==> config.mk <==
export PLATFORM = sky130hd
export DESIGN_NAME = pred_vec_alu
export DESIGN_NICKNAME = d
export VERILOG_FILES = /design/src/rtl/pred_vec_alu_pkg.sv /design/src/rtl/pred_vec_alu_lane_arith.sv /design/src/rtl/pred_vec_alu_pred_expand.sv /design/src/rtl/pred_vec_alu.sv
export SDC_FILE = /design/constraint.sdc
export NUM_CORES = 2
export LEC_CHECK = 0
export BUFFER_PORTS_ARGS = -buffer_cell sky130_fd_sc_hd__clkbuf_2
export CAP_MARGIN = 10
export CELL_PAD_IN_SITES_DETAIL_PLACEMENT = 0
export CELL_PAD_IN_SITES_GLOBAL_PLACEMENT = 1
export CORE_ASPECT_RATIO = 0.8
export CORE_MARGIN = 2
export CORE_UTILIZATION = 35
export DETAILED_ROUTE_END_ITERATION = 8
export PLACE_DENSITY = 0.67
export SLEW_MARGIN = 15
export SYNTH_ARGS = -nofsm -noshare
export SYNTH_HDL_FRONTEND = slang
export SYNTH_SLANG_ARGS = --single-unit
==> constraint.sdc <==
create_clock -name clk -period 2.3 [get_ports clk]
set_input_delay 0.345 -clock clk [delete_from_list [all_inputs] [get_ports clk]]
set_output_delay 0.345 -clock clk [all_outputs]
set_load 0.01 [all_outputs]
==> src/rtl/pred_vec_alu_pkg.sv <==
package pred_vec_alu_pkg;

    typedef enum logic [1:0] {
        OP_ADD  = 2'd0,
        OP_SUB  = 2'd1,
        OP_RSUB = 2'd2,
        OP_CPY  = 2'd3
    } alu_op_t;

    typedef enum logic [1:0] {
        ES_8  = 2'd0,
        ES_16 = 2'd1,
        ES_32 = 2'd2,
        ES_64 = 2'd3
    } elem_size_t;

    typedef enum logic {
        ST_EMPTY = 1'b0,
        ST_FULL  = 1'b1
    } out_state_t;

    localparam int NUM_SIZES = 4;

endpackage

==> src/rtl/pred_vec_alu_lane_arith.sv <==
module pred_vec_alu_lane_arith
    import pred_vec_alu_pkg::*;
#(
    parameter int VLEN  = 256,
    parameter int EBITS = 8
) (
    input  alu_op_t           op,
    input  logic [VLEN-1:0]   src_a,
    input  logic [VLEN-1:0]   src_b,
    input  logic [7:0]        imm,
    output logic [VLEN-1:0]   res
);
    localparam int NELEM = VLEN / EBITS;

    logic [EBITS-1:0] imm_ext;
    assign imm_ext = EBITS'(signed'(imm));

    for (genvar k = 0; k < NELEM; k++) begin : g_elem
        logic [EBITS-1:0] ea, eb, er;
        assign ea = src_a[k*EBITS +: EBITS];
        assign eb = src_b[k*EBITS +: EBITS];
        always_comb begin
            unique case (op)
                OP_ADD:  er = ea + eb;
                OP_SUB:  er = ea - eb;
                OP_RSUB: er = eb - ea;
                OP_CPY:  er = imm_ext;
                default: er = '0;
            endcase
        end
        assign res[k*EBITS +: EBITS] = er;
    end

endmodule

==> src/rtl/pred_vec_alu_pred_expand.sv <==
module pred_vec_alu_pred_expand
    import pred_vec_alu_pkg::*;
#(
    parameter int VLEN = 256
) (
    input  logic [VLEN/8-1:0] pred,
    input  elem_size_t        esize,
    output logic [VLEN/8-1:0] byte_active
);
    localparam int NBYTES = VLEN / 8;

    for (genvar i = 0; i < NBYTES; i++) begin : g_byte
        always_comb begin
            unique case (esize)
                ES_8:    byte_active[i] = pred[i];
                ES_16:   byte_active[i] = pred[i - (i % 2)];
                ES_32:   byte_active[i] = pred[i - (i % 4)];
                ES_64:   byte_active[i] = pred[i - (i % 8)];
                default: byte_active[i] = 1'b0;
            endcase
        end
    end

endmodule

==> src/rtl/pred_vec_alu.sv <==
module pred_vec_alu
    import pred_vec_alu_pkg::*;
#(
    parameter int VLEN = 256
) (
    input  logic              clk,
    input  logic              rst_n,
    input  logic              in_valid,
    input  logic [1:0]        op,
    input  logic [1:0]        esize,
    input  logic              zero_mode,
    input  logic [VLEN/8-1:0] pred,
    input  logic [VLEN-1:0]   src_a,
    input  logic [VLEN-1:0]   src_b,
    input  logic [VLEN-1:0]   dst_in,
    input  logic [7:0]        imm,
    output logic              out_valid,
    output logic [VLEN-1:0]   result
);
    localparam int NBYTES = VLEN / 8;

    alu_op_t    op_e;
    elem_size_t es_e;
    assign op_e = alu_op_t'(op);
    assign es_e = elem_size_t'(esize);

    logic [VLEN-1:0] arith_res [NUM_SIZES];

    for (genvar g = 0; g < NUM_SIZES; g++) begin : g_size
        pred_vec_alu_lane_arith #(
            .VLEN  (VLEN),
            .EBITS (8 << g)
        ) u_arith (
            .op    (op_e),
            .src_a (src_a),
            .src_b (src_b),
            .imm   (imm),
            .res   (arith_res[g])
        );
    end

    logic [NBYTES-1:0] byte_active;

    pred_vec_alu_pred_expand #(
        .VLEN (VLEN)
    ) u_expand (
        .pred        (pred),
        .esize       (es_e),
        .byte_active (byte_active)
    );

    logic [VLEN-1:0] sel_res;
    assign sel_res = arith_res[esize];

    logic [VLEN-1:0] next_res;
    for (genvar i = 0; i < NBYTES; i++) begin : g_merge
        always_comb begin
            if (byte_active[i])
                next_res[i*8 +: 8] = sel_res[i*8 +: 8];
            else if (zero_mode)
                next_res[i*8 +: 8] = 8'h00;
            else
                next_res[i*8 +: 8] = dst_in[i*8 +: 8];
        end
    end

    out_state_t st_q, st_d;

    always_comb begin
        st_d = st_q;
        unique case (st_q)
            ST_EMPTY: st_d = in_valid ? ST_FULL : ST_EMPTY;
            ST_FULL:  st_d = in_valid ? ST_FULL : ST_EMPTY;
            default:  st_d = ST_EMPTY;
        endcase
    end

    always_ff @(posedge clk or negedge rst_n) begin
        if (!rst_n) st_q <= ST_EMPTY;
        else        st_q <= st_d;
    end

    always_ff @(posedge clk or negedge rst_n) begin
        if (!rst_n)        result <= '0;
        else if (in_valid) result <= next_res;
    end

    assign out_valid = (st_q == ST_FULL);

endmodule

# Word-level counts from Yosys, hierarchy flattened
# Cells that the tools add are included.
[op_classes]
addsub = 180
n_mul = 0
div = 0
order_cmp = 1
n_eq_ne = 6
shift = 0
mux = 160
bitwise_logic = 1
reduce_logical = 8
[ops]
columns = ["operator", "count"]
rows = [
  ["$pmux 16 s4", 16],
  ["$pmux 32 s4", 8],
  ["$pmux 64 s4", 4],
  ["$pmux 8 s4", 32],
  ["$bmux 256 s2", 1],
  ["$mux 256", 2],
  ["$mux 8", 64],
  ["$sub 16x16->16", 32],
  ["$sub 32x32->32", 16],
  ["$sub 64x64->64", 8],
  ["$sub 8x8->8", 64],
  ["$add 16x16->16", 16],
  ["$add 32x32->32", 8],
  ["$add 64x64->64", 4],
  ["$add 8x8->8", 32],
  ["$pmux 1 s3", 12],
  ["$pmux 1 s2", 12],
  ["$pmux 1 s4", 4],
  ["$eq 2x2->1 const B", 4],
  ["$reduce_or 2->1", 3],
  ["$reduce_or 3->1", 2],
  ["$mux 1", 5],
  ["$eq 2x1->1 const B", 2],
  ["$logic_not 2->1", 2],
  ["3 further kinds", 3],
]
[word_totals]
reg_bits = 257
latch_bits = 0
mem_bits_rw = 0
romBits = 0
inputBits = 816
out_inout_bits = 257
word_cells = 358
memories = 0

# Depth between registers and ports, before layout
[depth]
word_depth = 6
ltp_mapped = 26
mapped_depth_nobuf = 25

# Cells and area by module
# A second synthesis with hierarchy kept.
[unflattened]
hier_cells = 20699
area_unflattened_um2 = 145550.8
[modules_own_cells]
columns = ["mod", "n_inst", "cells_per_inst", "area_each_um2", "seq_area_each_um2"]
rows = [
  ["pred_vec_alu_lane_arith at g_size[3].u_arith", 1, 5916, 38065.3, 0.0],
  ["pred_vec_alu_lane_arith at g_size[2].u_arith", 1, 4906, 32732.6, 0.0],
  ["pred_vec_alu_lane_arith at g_size[1].u_arith", 1, 4393, 29612.2, 0.0],
  ["pred_vec_alu_lane_arith at g_size[0].u_arith", 1, 3653, 25652.1, 0.0],
  ["pred_vec_alu", 1, 1743, 18871.8, 6431.2],
  ["pred_vec_alu_pred_expand", 1, 88, 616.8, 0.0],
]

# Least setup slack after synthesis
# OpenSTA, ideal clock, no wires.
[synth_timing]
path_type = "in2reg"
startpoint = "input port op[1]"
endpoint = "register result[180]"
setup_time_ns = 0.126
arrival_time_ns = 5.354
required_time_ns = 2.174
slack_ns = -3.180
stages = 22
n_path_buf = 6
cell_sequence = "nor2b_1 -> clkbuf_1 -> clkbuf_1 -> clkbuf_1 -> clkbuf_1 -> clkbuf_1 -> buf_1 -> nor2_1 -> xnor2_1 -> ha_1 -> nor2b_1 -> o31a_1 -> or4_1 -> a2111oi_0 -> nor2_1 -> a211oi_1 -> a21oi_1 -> a221oi_2 -> o21ai_1 -> xor2_1 -> a221oi_1 -> o21ai_1"
[synth_between]
elab_chain_cells = 6
elab_cells_between_ends = 12
classes_between = "3 x eq/ne; 8 x mux; 1 x reduce/logical"
[synth_lines]
columns = ["item", "line_no", "rtl"]
rows = [
  ["start: declaration", "pred_vec_alu.sv:9", "input logic [1:0] op,"],
  ["$eq 2x2->1, or another cell as far along", "pred_vec_alu_lane_arith.sv:23", "unique case (op)"],
  ["$pmux 64 s4, or another cell as far along", "pred_vec_alu_lane_arith.sv:23", ""],
  ["$bmux 256 s2 (*)", "pred_vec_alu.sv:53", "assign sel_res = arith_res[esize];"],
  ["$mux 256 (not written as such) (*) (2 in series)", "pred_vec_alu.sv:53", ""],
  ["$mux 8 (*)", "pred_vec_alu.sv:58", "if (byte_active[i])"],
  ["end signal: assignment", "pred_vec_alu.sv:85", "else if (in_valid) result <= next_res;"],
  ["end: declaration", "pred_vec_alu.sv:18", "output logic [VLEN-1:0] result"],
]
# Every way passes the cells marked *; elsewhere a longest branch is shown, timed or not. The select of a mux whose other input is x is not followed.
# A chain may end at the register's enable or synchronous reset.

# Worst setup path after layout
[layout_timing]
startpoint = "input port src_a[153]"
endpoint = "register result[191]"
[layout_between]
elab_chain_cells = 6
elab_cells_between_ends = 8
classes_between = "3 x add/sub; 5 x mux"
[layout_lines]
columns = ["item", "line_no", "rtl"]
rows = [
  ["start: declaration", "pred_vec_alu.sv:13", "input logic [VLEN-1:0] src_a,"],
  ["$sub 64x64->64, or another cell as far along", "pred_vec_alu_lane_arith.sv:26", "OP_RSUB: er = eb - ea;"],
  ["$pmux 64 s4 (*)", "pred_vec_alu_lane_arith.sv:23", ""],
  ["$bmux 256 s2 (*)", "pred_vec_alu.sv:53", ""],
  ["$mux 256 (not written as such) (*) (2 in series)", "pred_vec_alu.sv:53", ""],
  ["$mux 8 (*)", "pred_vec_alu.sv:58", ""],
]
# Marked as above.

==> run_summary.xml <==
<?xml version="1.0" encoding="UTF-8"?>
<metrics>
  <group name="critical_path">
    <metric name="critical_path_class" unit="">in -&gt; reg</metric>
    <metric name="cp_common_cell" unit="">buf_4</metric>
    <metric name="critical_path.max_stage_delay" unit="ns">0.49</metric>
    <metric name="timing.critical_path.required" unit="ns">2.87</metric>
    <metric name="critical_path.max_fanout" unit="">4</metric>
    <metric name="crit_path_start_kind" unit="">primary input</metric>
    <metric name="crit_chain" unit="">buf_6, or3_4, or3_4, or3_4, buf_8, o41ai_4, o21ai_2, buf_6, xnor2_1, ha_1, buf_4, buf_4, nand3_1, nor3_2, buf_4, nand2_1, o211ai_1, o31ai_2, buf_4, a211oi_4, and4b_1, nor4_4, a2111oi_4, a21oi_2</metric>
    <metric name="end_kind" unit="">flip-flop</metric>
    <metric name="critPathSlowestCell" unit="">or3_4</metric>
    <metric name="arrival" unit="ns">5.40</metric>
  </group>
  <group name="timing">
    <metric name="final.setup.worst_slack" unit="ns">-2.53</metric>
    <metric name="rsz_0062_raised_after_global_routing" unit="">yes</metric>
    <metric name="finalClockSkew" unit="ns">0</metric>
    <metric name="tns_setup" unit="ns">-401.72</metric>
    <metric name="holdWs" unit="ns">0.0197</metric>
    <metric name="finalCritPeriodShare" unit="%">210</metric>
    <metric name="slew_headroom" unit="%">4.44</metric>
    <metric name="final-hold-violation-count" unit="">0</metric>
    <metric name="worstMarginPinSlew" unit="ns">1.40</metric>
    <metric name="slew_viol_final" unit="">0</metric>
    <metric name="final-setup-viol-count" unit="">243</metric>
    <metric name="fmax" unit="MHz">207</metric>
    <metric name="timing.final.crit_period" unit="ns">4.83</metric>
  </group>
  <group name="grt">
    <metric name="grt_pass1_vias" unit="">127000</metric>
    <metric name="grt_max_degree" unit="">142</metric>
    <metric name="grt_pass1_wl" unit="µm">905000</metric>
    <metric name="antenna_found_initial" unit="">144</metric>
    <metric name="grt_usage" unit="%">50.1</metric>
    <metric name="grt-ovfl-total" unit="">0</metric>
  </group>
  <group name="detailed_routing">
    <metric name="totalWireLength" unit="µm">664000</metric>
    <metric name="viasPerCell" unit="">6.07</metric>
    <metric name="routed_wire_length_per_instance" unit="µm">30.0</metric>
    <metric name="drt_pre_antenna_iters" unit="">6</metric>
    <metric name="ant_nets" unit="">0</metric>
    <metric name="post-route-drc-count" unit="">0</metric>
    <metric name="drt_first_iter_violations" unit="">18500</metric>
    <metric name="dr_total_vias" unit="">134000</metric>
  </group>
  <group name="die">
    <metric name="die_area" unit="mm²">0.250</metric>
    <metric name="core_area" unit="mm²">0.244</metric>
    <metric name="floorplan.rows" unit="">162</metric>
    <metric name="chipHeight" unit="µm">448</metric>
    <metric name="fp.dieW" unit="µm">559</metric>
    <metric name="io_pins" unit="">1073</metric>
    <metric name="starting_utilization_of_the_core_area" unit="%">35.3</metric>
  </group>
  <group name="finish">
    <metric name="seqCellArea" unit="mm²">0.00643</metric>
    <metric name="n_fill_cell" unit="">22600</metric>
    <metric name="num-nets-final" unit="">20500</metric>
    <metric name="multiInputGateArea" unit="mm²">0.0822</metric>
    <metric name="synth_to_final_area_change" unit="%">71.2</metric>
    <metric name="final_layout_size_suffix_gt1_share" unit="%">42.1</metric>
  </group>
  <group name="clocking">
    <metric name="clock-root-buffer" unit="">clkbuf_16</metric>
    <metric name="cts_buffer_depth" unit="">3</metric>
    <metric name="cts-buffers-inserted" unit="">41</metric>
    <metric name="clk-insertion-delay-late" unit="ns">0.71</metric>
    <metric name="clkSlewWorstSetupHoldPaths" unit="ns">0.07</metric>
    <metric name="cts.htree.levels" unit="">2</metric>
    <metric name="tritoncts" unit="">done</metric>
    <metric name="tritoncts_num_sinks" unit="">257</metric>
  </group>
  <group name="run_status">
    <metric name="status" unit="">complete, but fails checks</metric>
    <metric name="violations" unit="">setup timing</metric>
  </group>
  <group name="logic_synthesis">
    <metric name="synth_top_area_share" unit="%">13.4</metric>
    <metric name="ys_types" unit="">104</metric>
    <metric name="synth_largest_area_cell" unit="">ha_1</metric>
    <metric name="synthesis.area" unit="mm²">0.0861</metric>
    <metric name="post_synth_main_area_contributors" unit="">ha_1, xnor2_1, a21oi_1</metric>
    <metric name="synth.cells.most_frequent" unit="">a21oi_1, nor2_1, xnor2_1</metric>
    <metric name="synth_nets" unit="">14500</metric>
    <metric name="synthesis.yosys.warnings" unit="">0</metric>
    <metric name="synth.ff_latch_count" unit="">257</metric>
    <metric name="postSynthAreaPerCell" unit="µm²">6.77</metric>
    <metric name="ys_seq_area_share" unit="%">7.47</metric>
    <metric name="synthMostInstantiatedCell" unit="">a21oi_1</metric>
    <metric name="syn-instance-count" unit="">12700</metric>
    <metric name="synth-main-ff-cell" unit="">dfrtp_1</metric>
    <metric name="ys_async_sr_fraction" unit="%">100</metric>
    <metric name="edff_count_synth" unit="">0</metric>
  </group>
  <group name="flow_run">
    <metric name="max-cap-violations" unit="">0</metric>
  </group>
  <group name="min_path">
    <metric name="min_path_type" unit="">in -&gt; reg</metric>
  </group>
  <group name="power_and_ir_drop">
    <metric name="peakVddDrop" unit="mV">0.603</metric>
    <metric name="power_density" unit="mW/mm²">464</metric>
    <metric name="p_leak" unit="µW">0.0712</metric>
  </group>
  <group name="place">
    <metric name="dpl.hpwl" unit="µm">551000</metric>
    <metric name="numPortBuffers" unit="">1072</metric>
    <metric name="place_congestion" unit="">1.24</metric>
  </group>
</metrics>
## metrics by stage
step	power [µW]	cell area [µm²]	setup slack, ns	util (%)	cells
4_1_cts	63700	143000	-2.47	58.4	21900
3_3_place_gp	53800	136000	-3.67	55.8	21600
3_5_place_dp	54400	136000	-3.70	55.8	21600
6_report	68400	148000	-2.53	60.4	22100
5_1_grt	70500	147000	-2.68	60.3	22100
2_1_floorplan	27800	88700	-2.73	-	12700
## cell families (layout without fill, tap and decap cells)
group / Yosys count / after routing / synth area share, %
flops: 257 / 257 / 7.47
compound gates: 4816 / 4816 / 35.0
simple gates: 3595 / 3595 / 19.4
buf+inv: 1391 / 7392 / 6.07
other cells: 0 / 93 / 0
mux: 60 / 60 / 0.735
xor+xnor: 1619 / 1619 / 16.5
fa+ha+maj: 988 / 988 / 14.9
## worst max-delay path: cells and delay by family
family | cells | cell delay [ns]
and+or+nand+nor | 8 | 2.01
AOI/OAI and AO/OA | 7 | 1.57
buffers and inverters | 7 | 0.97
adders and majority gates | 1 | 0.35
xor gates and xnor gates | 1 | 0.12
## state kept, by name, indices dropped and copies added (netlist names)
| name | flops |
|---|---|
| result | 256 |
| out_valid | 1 |
## final timing paths
kind                                               from                 endpoint  slack, ns  cells after the start
worst max-delay path                         src_a[153]  result[191]$_DFFE_PN0P_      -2.53                     24
max in group asynchronous                         rst_n  result[235]$_DFFE_PN0P_       1.17                      3
min in group asynchronous                         rst_n   result[39]$_DFFE_PN0P_       0.16                      2
worst min-delay path                         dst_in[31]   result[31]$_DFFE_PN0P_       0.02                      4
worst max register to register  result[254]$_DFFE_PN0P_  result[254]$_DFFE_PN0P_       0.56                      6
worst min register to register  result[241]$_DFFE_PN0P_  result[241]$_DFFE_PN0P_       0.49                      1
## where the power goes
group	internal [µW]	switching (µW)
combinational	24600	30200
sequential	5240	837
clock	4200	3360
## layout by cell type (no fill, tap or decap), types with 82 or more instances in the layout
cell / count
o21bai_1: 147
inv_1: 576
buf_12: 141
xor2_1: 545
o21a_1: 123
o21ai_0: 866
buf_6: 176
dlygate4sd3_1: 115
o221ai_1: 96
nor3_1: 201
ha_1: 893
nor2b_1: 82
nand4_1: 182
dfrtp_1: 257
and3_1: 94
diode_2: 93
a21oi_2: 157
nand3_1: 214
a21oi_1: 1381
buf_4: 5221
xnor2_1: 963
nor2_1: 1072
a31oi_1: 210
a21o_1: 466
o21ai_1: 97
nand2b_1: 131
nand2_1: 953
o211ai_1: 190
a211oi_1: 90
clkbuf_2: 1050
## cell type report
type	instances	area share, %
Clock inverter	28	0.264
Inverter	597	1.57
Tap cell	3280	2.78
Sequential cell	257	4.36
Clock buffer	46	0.729
Timing Repair Buffer	6721	34.4
Antenna cell	93	0.158
Multi-Input combinational cell	11100	55.7
## routing by layer
metal / vias to the layer above / GRT usage, % / share of wire [%]
met5: - / 0 / 0.086
met4: 80 / 35.7 / 8.7
met3: 2325 / 17.9 / 14
met2: 9774 / 69.9 / 39
met1: 63700 / 63.2 / 39
li1: 58300 / - / -
## repair_timing
item,CTS,global route
pin swaps,387,551
gates resized for setup,498,732
buffers inserted,140,157
hold buffers,115,0
hold endpoints to repair,172,0
gates cloned,1,2
setup endpoints to repair,239,243
Power figures use the tool's default switching activity.
